--- src/rtl/supmon_pkg.sv ---
`timescale 1ns/1ps
// supmon_pkg: shared constants, duty-code type and the interval mapping for
// the supply monitor duty-cycle controller.
// Assumes the longest interval fits in CNT_W bits.
package supmon_pkg;

    localparam int DATA_W   = 8;
    localparam int CODE_W   = 2;
    localparam int CNT_W    = 9;
    localparam int STAT_W   = 2;
    localparam int CODE_LSB = DATA_W - CODE_W;

    typedef enum logic [CODE_W-1:0] {
        DUTY_128 = 2'b00,
        DUTY_512 = 2'b01,
        DUTY_32  = 2'b10,
        DUTY_8   = 2'b11
    } duty_code_e;

    // Terminal count (interval minus one) for a duty code.
    function automatic logic [CNT_W-1:0] last_count(duty_code_e code);
        logic [CNT_W-1:0] r;
        case (code)
            DUTY_128: r = CNT_W'(127);
            DUTY_512: r = CNT_W'(511);
            DUTY_32:  r = CNT_W'(31);
            default:  r = CNT_W'(7);
        endcase
        return r;
    endfunction

endpackage

--- src/rtl/supmon_sync.sv ---
`timescale 1ns/1ps
// supmon_sync: two-flop synchronizer, one independent chain per bit.
// Assumes inputs are level signals that change slowly relative to clk.
module supmon_sync #(
    parameter int W = 2
) (
    input  logic         clk,
    input  logic         rst_n,
    input  logic [W-1:0] async_i,
    output logic [W-1:0] sync_o
);

    for (genvar b = 0; b < W; b++) begin : g_bit
        logic meta_q;
        logic stab_q;

        // Shift the raw level through two flops.
        always_ff @(posedge clk) begin
            if (!rst_n) begin
                meta_q <= 1'b0;
                stab_q <= 1'b0;
            end else begin
                meta_q <= async_i[b];
                stab_q <= meta_q;
            end
        end

        assign sync_o[b] = stab_q;
    end

endmodule

--- src/rtl/supmon_window.sv ---
`timescale 1ns/1ps
// supmon_window: counts slow ticks and opens a one-period enable window
// every N ticks, with N taken from the duty code. It pulses capture on
// the tick that closes a window. A restart clears the count and any open
// window. Assumes tick_i is a one-clock pulse and that code_i changes
// only in the same cycle as restart_i.
module supmon_window
    import supmon_pkg::*;
(
    input  logic       clk,
    input  logic       rst_n,
    input  logic       tick_i,
    input  logic       restart_i,
    input  duty_code_e code_i,
    output logic       en_o,
    output logic       capture_o
);

    logic [CNT_W-1:0] cnt_q;
    logic             en_q;
    logic [CNT_W-1:0] term;

    // Terminal count for the current code.
    always_comb term = last_count(code_i);

    // Advance the period count and open or close the window on each tick.
    always_ff @(posedge clk) begin
        if (!rst_n) begin
            cnt_q <= '0;
            en_q  <= 1'b0;
        end else if (restart_i) begin
            cnt_q <= '0;
            en_q  <= 1'b0;
        end else if (tick_i) begin
            if (cnt_q == term) begin
                cnt_q <= '0;
                en_q  <= 1'b1;
            end else begin
                cnt_q <= cnt_q + 1'b1;
                en_q  <= 1'b0;
            end
        end
    end

    assign en_o      = en_q;
    assign capture_o = tick_i & en_q & ~restart_i;

    // the count never passes the terminal value of the active code.
    p_cnt_in_range_r2: assert property (@(posedge clk) disable iff (!rst_n)
        cnt_q <= term);

    // an open window closes on the next tick.
    p_window_one_period_r2: assert property (@(posedge clk) disable iff (!rst_n)
        (en_q && tick_i) |=> !en_q);

    // a window opens only on a tick.
    p_open_on_tick_r2: assert property (@(posedge clk) disable iff (!rst_n)
        (!en_q && !tick_i) |=> !en_q);

    // a restart clears both the count and the window.
    p_restart_clears_r4: assert property (@(posedge clk) disable iff (!rst_n)
        restart_i |=> (!en_q && cnt_q == '0));

endmodule

--- src/rtl/supmon_regs.sv ---
`timescale 1ns/1ps
// supmon_regs: the register port in the secondary I/O bank. It holds the
// R/W trim register (duty code in the top bits) and the read-only status
// register loaded on capture. Assumes a single-cycle access strobe; read
// data is combinational in the strobe cycle.
module supmon_regs
    import supmon_pkg::*;
#(
    parameter int          ADDR_W    = 9,
    parameter logic [ADDR_W-1:0] STAT_ADDR = 9'h1E4,
    parameter logic [ADDR_W-1:0] TRIM_ADDR = 9'h1EB
) (
    input  logic              clk,
    input  logic              rst_n,
    input  logic              xio_en,
    input  logic              bus_sel,
    input  logic              bus_we,
    input  logic [ADDR_W-1:0] bus_addr,
    input  logic [DATA_W-1:0] bus_wdata,
    output logic [DATA_W-1:0] bus_rdata,
    input  logic              capture_i,
    input  logic [STAT_W-1:0] cmp_sync_i,
    output duty_code_e        code_o,
    output logic              restart_o
);

    duty_code_e        code_q;
    logic [STAT_W-1:0] stat_q;
    logic              trim_wr;
    logic              rd_ok;
    logic              wdata_unused;

    // Qualified trim write.
    assign trim_wr      = bus_sel & bus_we & xio_en & (bus_addr == TRIM_ADDR);
    assign rd_ok        = bus_sel & ~bus_we & xio_en;
    assign wdata_unused = &{1'b0, bus_wdata[CODE_LSB-1:0]};

    // Store the duty code on a qualified write.
    always_ff @(posedge clk) begin
        if (!rst_n) begin
            code_q <= DUTY_128;
        end else if (trim_wr) begin
            code_q <= duty_code_e'(bus_wdata[DATA_W-1:CODE_LSB]);
        end
    end

    // Load the comparator results when the window closes.
    always_ff @(posedge clk) begin
        if (!rst_n) begin
            stat_q <= '0;
        end else if (capture_i) begin
            stat_q <= cmp_sync_i;
        end
    end

    // Read mux; gated reads and unknown addresses return zero.
    always_comb begin
        bus_rdata = '0;
        if (rd_ok) begin
            if (bus_addr == TRIM_ADDR) begin
                bus_rdata = {code_q, {CODE_LSB{1'b0}}};
            end else if (bus_addr == STAT_ADDR) begin
                bus_rdata = {{(DATA_W-STAT_W){1'b0}}, stat_q};
            end
        end
    end

    assign code_o    = code_q;
    assign restart_o = trim_wr;

    // status changes only on a capture pulse.
    p_status_hold_r6: assert property (@(posedge clk) disable iff (!rst_n)
        !capture_i |=> $stable(stat_q));

    // the code holds unless a qualified trim write occurs.
    p_code_hold_r9: assert property (@(posedge clk) disable iff (!rst_n)
        !restart_o |=> $stable(code_q));

endmodule

--- src/rtl/supmon_duty_ctrl.sv ---
`timescale 1ns/1ps
// supmon_duty_ctrl: top of the supply monitor duty-cycle controller.
// Ties together the synchronizer, the window timer and the register port.
// Assumes lstick is a one-clock pulse in the clk domain and that the
// comparator outputs are asynchronous levels.
module supmon_duty_ctrl
    import supmon_pkg::*;
#(
    parameter int ADDR_W = 9
) (
    input  logic              clk,
    input  logic              rst_n,
    input  logic              lstick,
    input  logic              xio_en,
    input  logic              bus_sel,
    input  logic              bus_we,
    input  logic [ADDR_W-1:0] bus_addr,
    input  logic [DATA_W-1:0] bus_wdata,
    output logic [DATA_W-1:0] bus_rdata,
    input  logic              lvd_trip_in,
    input  logic              por_trip_in,
    output logic              cmp_en
);

    logic [STAT_W-1:0] cmp_sync;
    logic              capture;
    logic              restart;
    duty_code_e        code;

    // Bring both comparator levels into the clk domain (bit 1 = LVD, bit 0 = POR).
    supmon_sync #(.W(STAT_W)) u_sync (
        .clk     (clk),
        .rst_n   (rst_n),
        .async_i ({lvd_trip_in, por_trip_in}),
        .sync_o  (cmp_sync)
    );

    // Period counting and the enable window.
    supmon_window u_window (
        .clk       (clk),
        .rst_n     (rst_n),
        .tick_i    (lstick),
        .restart_i (restart),
        .code_i    (code),
        .en_o      (cmp_en),
        .capture_o (capture)
    );

    // CPU-visible trim and status registers.
    supmon_regs #(
        .ADDR_W    (ADDR_W),
        .STAT_ADDR (ADDR_W'(9'h1E4)),
        .TRIM_ADDR (ADDR_W'(9'h1EB))
    ) u_regs (
        .clk        (clk),
        .rst_n      (rst_n),
        .xio_en     (xio_en),
        .bus_sel    (bus_sel),
        .bus_we     (bus_we),
        .bus_addr   (bus_addr),
        .bus_wdata  (bus_wdata),
        .bus_rdata  (bus_rdata),
        .capture_i  (capture),
        .cmp_sync_i (cmp_sync),
        .code_o     (code),
        .restart_o  (restart)
    );

    // a read with the bank flag clear returns zero.
    p_read_gated_r9: assert property (@(posedge clk) disable iff (!rst_n)
        (bus_sel && !bus_we && !xio_en) |-> (bus_rdata == '0));

    // capture happens only while the comparators are enabled.
    p_capture_in_window_r5: assert property (@(posedge clk) disable iff (!rst_n)
        capture |-> cmp_en);

endmodule

--- config.mk ---
export PLATFORM = sky130hd
export DESIGN_NAME = supmon_duty_ctrl
export DESIGN_NICKNAME = d
export VERILOG_FILES = /design/src/rtl/supmon_pkg.sv /design/src/rtl/supmon_sync.sv /design/src/rtl/supmon_window.sv /design/src/rtl/supmon_regs.sv /design/src/rtl/supmon_duty_ctrl.sv
export SDC_FILE = /design/constraint.sdc
export NUM_CORES = 1
export LEC_CHECK = 0
export ABC_AREA = 1
export BUFFER_PORTS_ARGS = -buffer_cell sky130_fd_sc_hd__buf_2
export CORE_UTILIZATION = 53
export CTS_CLUSTER_DIAMETER = 120
export DETAILED_ROUTE_END_ITERATION = 7
export PLACE_DENSITY = 0.83
export SYNTH_ARGS = -nofsm -noshare
export SYNTH_HDL_FRONTEND = slang
export SYNTH_SLANG_ARGS = --single-unit
--- constraint.sdc ---
create_clock -name clk -period 3.5 [get_ports clk]
set_input_delay 0.525 -clock clk [delete_from_list [all_inputs] [get_ports clk]]
set_output_delay 0.525 -clock clk [all_outputs]
set_load 0.01 [all_outputs]
==> flow_metrics.py, run 1 <==
metrics = {
    "pwr": {
        "p_per_area_nw_per_um2": 323.2,
        "leakage_uw": 0.0005735,
        "power_uw": 378.5,
        "ir_drop_mv": 0.2494,
    },
    "routing": {
        "vias": 945,
        "drc": 0,
        "wl_per_cell_um": 9.218,
        "drt_iter0_markers": 11,
        "ant_nets": 0,
        "drt_first_pass_iters": 4,
        "wirelength_um": 1816,
        "via_per_inst": 4.797,
    },
    "timing": {
        "setup_violations": 0,
        "fmaxAchievable_ghz": 0.5301,
        "finalCriticalPeriod_ns": 1.887,
        "clock_skew_ns": 0.002634,
        "setup_slack_ns": 1.613,
        "drv_slew": 0,
        "rsz0062_at_grt": "no",
        "finalCritPeriodShare_pct": 53.90,
        "hold_violations": 0,
        "finalSetupTns_ns": 0,
    },
    "worst_setup_path": {
        "path_max_fanout": 4,
        "endpoint_kind": "primary output",
        "crit_family": "simple AND/OR/NAND/NOR gates",
        "setup.worst_path.class": "in -> out",
        "slowest_delay_ns": 0.18,
        "r2r_slack_ns": 2.22,
        "cp.depth": 7,
        "worstRegToRegCells": 5,
        "timing.rr.start": "u_window.cnt_q[0]",
        "cp_slowest_cell": "nor3_1",
        "worst-path-buf-inv": 3,
        "path_cells": "buf_2 -> inv_1 -> nand2_1 -> nor2_2 -> nand2_1 -> nor3_1 -> buf_2",
        "cp-start-kind": "input pin",
        "crit_required_ns": 2.97,
        "arrival_ns": 1.36,
        "r2r_end": "u_window.cnt_q[1]",
    },
    "clock_tree": {
        "cts_root_buffer": "clkbuf_4",
        "cts_max_path_buffers": 2,
        "cts_max_level": 1,
        "cts_resized": 0,
        "numCtsBuffers": 3,
        "clkTransAtPathRegs_ns": 0.10,
        "cts.sinks": 18,
        "cts_tree": "built",
        "cts_setup_buffers": 0,
        "hold_buffers": 0,
        "clock_latency_ns": 0.29,
    },
    "flow_run": {
        "drv_cap": 0,
    },
    "floorplan": {
        "initial_utilization_pct": 58.01,
        "die_w_um": 45.95,
        "io_pins": 34,
        "num_rows": 15,
        "core_area_sq_um": 1764,
        "die-area_sq_um": 2111,
        "die_h_um": 45.95,
    },
    "global_routing": {
        "grt_usage_pct": 20.23,
        "antenna_found_initial": 0,
        "grt_pass1_vias": 843,
        "overflow": 0,
        "grt_pass1_wl_um": 3111,
        "grt_max_degree": 11,
    },
    "logic_synthesis": {
        "syn_avg_cell_area_sq_um": 6.915,
        "syn_area_sq_um": 1023,
        "yosysUniqueCellTypes": 27,
        "synth-seq-cells": 18,
        "syn_inst": 148,
        "yosysWarnings": 0,
        "ys_seq_area_share_pct": 35.21,
    },
    "place": {
        "dpl_cell_area_sq_um": 1135,
        "dp_slack_ns": 1.624,
        "routabilityCongestion": 0.7949,
        "port_buffers": 23,
        "dp_hpwl_um": 1480,
    },
    "hold_path": {
        "min_path_type": "in -> reg",
        "whs_path_depth": 3,
        "hold_end": "u_sync.g_bit[1].meta_q",
        "min_from": "lvd_trip_in",
    },
    "cells_and_area": {
        "layout_commonest_cell": "nand2_1",
        "stdcell_area_sq_um": 1171,
        "area_growth_pct": 14.43,
        "drive_gt1_share_pct": 25.58,
        "finish.net_count": 199,
        "layout_common_cells": "nand2_1, nor2_1, buf_2, inv_1, dfxtp_1",
        "fin_util_pct": 66.38,
        "diodes": 0,
    },
    "outcome": {
        "status": "finished clean",
    },
}
## synthesized netlist by cell type, drive strengths merged
cell type	number	area share [%]
nor2	28	12
ha	1	1.2
buf	6	4.5
nand4	2	1.2
nor3	3	1.5
dfxtp	18	35
nor3b	1	0.73
o21ai	2	0.98
xnor2	2	1.7
xor2	4	3.4
nand2	40	16
nand3b	1	0.73
conb	1	0.37
a21oi	5	3.2
inv	23	8.4
nand3	10	7.6
nor2b	1	1.3
## state kept, by name (all words and copies together) (netlist names)
signal and flops:
u_window.cnt_q 9, u_regs.code_o 2, u_regs.stat_q 2, u_sync.g_bit.meta_q 2
u_sync.g_bit.stab_q 2, u_window.en_o 1
## per-layer routing
metal / up-vias / track usage [%] / routed length, um
li1: 492 / - / -
met1: 428 / 24.40 / 767
met2: 21 / 34.93 / 946
met3: 4 / 2.778 / 79
met4: 0 / 9.412 / 22
met5: - / 0 / 0
## tightest hold or removal path, cell delays in order
cell and delay (ns):
buf_2 0.08, nand2_1 0.04, inv_1 0.04
## worst max-delay path by stage
stage                            from            to  slack, ns
after floorplan           bus_addr[4]  bus_rdata[6]       1.83
after global placement    bus_addr[4]  bus_rdata[6]       1.65
after detailed placement  bus_addr[4]  bus_rdata[6]       1.62
after CTS                 bus_addr[4]  bus_rdata[6]       1.62
after global routing      bus_addr[4]  bus_rdata[6]       1.50
final                     bus_addr[4]  bus_rdata[6]       1.61
## area by class of cell
type	instances	area, sq um
Clock buffer	4	36.28
Fill cell	159	593.1
Multi-Input combinational cell	104	541.8
Sequential cell	18	360.3
Inverter	23	86.33
Timing Repair Buffer	23	115.1
Tap cell	25	31.28
## power breakdown
part / internal (uW) / leakage, uW / switching (uW) / total, uW
logic: 16.3 / 0.000406 / 20.8 / 37.0
registers: 209 / 0.000146 / 2.83 / 212
clock network: 63.4 / 0.0000210 / 65.7 / 129
## per-stage QoR
stage	cells	hold WS (ns)
final	197	0.4066
after global routing	197	0.4050
after CTS	197	0.4078
after detailed placement	193	0.4075
after global placement	193	0.3938
after floorplan	151	0.3905
## logic make-up after synthesis
kind of cell / count (synthesis) / share of synthesized area [%]
other: 1 / 0.3664
adders and majority gates: 1 / 1.222
xor gates and xnor gates: 6 / 5.134
AOI/OAI and AO/OA: 7 / 4.155
and+or+nand+nor: 86 / 40.95
buffers and inverters: 29 / 12.96
DFF: 18 / 35.21
No activity file was read; power rests on OpenSTA's default activity.
==> run 2: changes to the inputs <==
--- a/config.mk
+++ b/config.mk
@@ -7,10 +7,10 @@
 export LEC_CHECK = 0
 export ABC_AREA = 1
 export BUFFER_PORTS_ARGS = -buffer_cell sky130_fd_sc_hd__buf_2
-export CORE_UTILIZATION = 53
+export CORE_UTILIZATION = 44
 export CTS_CLUSTER_DIAMETER = 120
 export DETAILED_ROUTE_END_ITERATION = 7
-export PLACE_DENSITY = 0.83
+export PLACE_DENSITY = 0.74
 export SYNTH_ARGS = -nofsm -noshare
 export SYNTH_HDL_FRONTEND = slang
 export SYNTH_SLANG_ARGS = --single-unit
==> constraint.sdc (replaced) <==
create_clock -name clk -period 1.66 [get_ports clk]
set_input_delay 0.249 -clock clk [delete_from_list [all_inputs] [get_ports clk]]
set_output_delay 0.249 -clock clk [all_outputs]
set_load 0.01 [all_outputs]
==> run 2 against run 1 <==
Via count fell by 4.6%. Sequential power is 110% higher. Setup slack lost 1.4 ns. Final area up 0.32%. Wire length fell by 3.2%. Non-clock buffer count unchanged. Highest routed layer unchanged. Count of clock-buffer cells in the layout did not move. First-iteration DRC count unchanged. Global-route usage is 3.3 points lower.
==> flow_metrics.py, run 2 (synthesis gave the netlist of run 1 again) <==
metrics = {
    "timing": {
        "finalCriticalPeriod_ns": 1.402,
        "hold_violations": 0,
        "rsz0062_at_grt": "no",
        "clock_skew_ns": 0.01030,
        "setup_violations": 0,
        "drv_slew": 0,
        "finalCritPeriodShare_pct": 84.47,
        "fmaxAchievable_ghz": 0.7131,
        "finalSetupTns_ns": 0,
    },
    "routing": {
        "via_per_inst": 4.510,
        "drt_iter0_markers": 11,
        "wirelength_um": 1757,
        "drc": 0,
        "ant_nets": 0,
        "vias": 902,
        "wl_per_cell_um": 8.785,
        "drt_first_pass_iters": 4,
    },
    "worst_setup_path": {
        "path_max_fanout": 5,
        "worst-path-buf-inv": 2,
        "slowest_delay_ns": 0.42,
        "setup.worst_path.class": "reg -> out",
        "crit_required_ns": 1.41,
        "cp-start-kind": "register",
        "path_cells": "inv_1 -> nor3_1 -> buf_2",
        "endpoint_kind": "primary output",
        "arrival_ns": 1.15,
        "cp_slowest_cell": "dfxtp_1",
        "crit_family": "flip-flops",
    },
    "cells_and_area": {
        "finish.net_count": 199,
        "largest_register_ffs": 9,
        "fill_cells": 230,
        "area_growth_pct": 14.79,
        "top_register": "u_window.cnt_q",
        "stdcell_area_sq_um": 1175,
        "layout_commonest_cell": "nand2_1",
        "finalNonFillerCells": 200,
        "layout_common_cells": "nand2_1, nor2_1, buf_2, inv_1, dfxtp_1",
        "diodes": 0,
        "drive_gt1_share_pct": 25.58,
    },
    "floorplan": {
        "core_area_sq_um": 2212,
        "num_rows": 17,
        "die_w_um": 50.23,
        "initial_utilization_pct": 46.27,
        "die_h_um": 50.23,
        "io_pins": 34,
        "die-area_sq_um": 2523,
    },
    "flow_run": {
        "drv_cap": 0,
    },
    "clock_tree": {
        "cts_max_path_buffers": 2,
        "cts_setup_buffers": 0,
        "hold_buffers": 0,
        "cts_resized": 0,
        "cts_tree": "built",
        "numCtsBuffers": 3,
        "cts_max_level": 1,
        "cts_root_buffer": "clkbuf_4",
        "clock_latency_ns": 0.30,
        "cts.sinks": 18,
        "clkTransAtPathRegs_ns": 0.11,
    },
    "global_routing": {
        "grt_max_degree": 11,
        "grt_pass1_vias": 885,
        "grt_pass1_wl_um": 3277,
        "overflow": 0,
        "grt_usage_pct": 16.90,
        "antenna_found_initial": 0,
    },
    "place": {
        "dpl_cell_area_sq_um": 1139,
        "port_buffers": 23,
        "routabilityCongestion": 0.8206,
        "dp.cells": 196,
        "dp_hpwl_um": 1411,
    },
    "pwr": {
        "p_seq_share_pct": 56.2,
        "internal_power_uw": 609.6,
        "clockPowerShare_pct": 34.1,
        "leakage_uw": 0.0005735,
        "p_per_area_nw_per_um2": 677.9,
        "power_uw": 796.5,
        "p_sw_uw": 186.9,
        "ir_drop_mv": 0.4192,
        "p_comb_share_pct": 9.7,
        "switching_share_pct": 23.46,
    },
    "outcome": {
        "status": "finished clean",
    },
    "hold_path": {
        "min_path_type": "in -> reg",
    },
}
-- run 2: cell counts in the layout (fill, tap and decap cells not counted) --
Identical to the previous run, type by type.
-- run 2: power by group through the flow --
stage	clock [uW]	combinational [uW]	sequential, uW
2_1_floorplan	0	60.0	456
3_3_place_gp	0	75.9	457
3_5_place_dp	0	78.3	458
4_1_cts	283	78.3	448
5_1_grt	293	89.1	449
6_report	271	77.6	448
-- run 2: per-layer routing --
layer  share of wire [%]  GRT usage, %  vias to the layer above
li1                    -             -                      489
met1                  46         18.10                      397
met2                  49         29.78                       12
met3                 3.4         4.848                        4
met4                 1.6         8.571                        0
met5                   0             0                        -
-- run 2: path summary, 6_finish.rpt --
| kind | from | end | slack (ns) | cells after the start |
|---|---|---|---|---|
| setup reg to reg | u_window.cnt_q[0] | u_window.cnt_q[1] | 0.39 | 5 |
| hold / removal | lvd_trip_in | u_sync.g_bit[1].meta_q | 0.13 | 3 |
| hold reg to reg | u_sync.g_bit[0].meta_q | u_sync.g_bit[0].stab_q | 0.43 | 2 |
| setup / recovery | u_regs.code_o[0] | bus_rdata[6] | 0.26 | 3 |
-- run 2: layout make-up --
cell class / instances / area [sq um] / area share (%)
multi-input combinational: 104 / 541.8 / 46.11
timing repair buffer: 23 / 115.1 / 9.798
clock buffer: 4 / 36.28 / 3.088
sequential: 18 / 360.3 / 30.67
tap: 28 / 35.03 / 2.982
inverter: 23 / 86.33 / 7.348
-- run 2: stage by stage --
| step | hold slack, ns | setup WS, ns | utilization [%] |
|---|---|---|---|
| 2_1_floorplan | 0.3466 | 0.5155 | - |
| 5_1_grt | 0.1321 | 0.1767 | 53.11 |
| 3_3_place_gp | 0.3956 | 0.3855 | 51.47 |
| 4_1_cts | 0.1213 | 0.2523 | 53.11 |
| 3_5_place_dp | 0.4079 | 0.3454 | 51.47 |
| 6_report | 0.1345 | 0.2577 | 53.11 |
-- run 2: worst min-delay path, stage by stage --
cell     delay [ns]
buf_2          0.07
nand2_1        0.04
inv_1          0.04
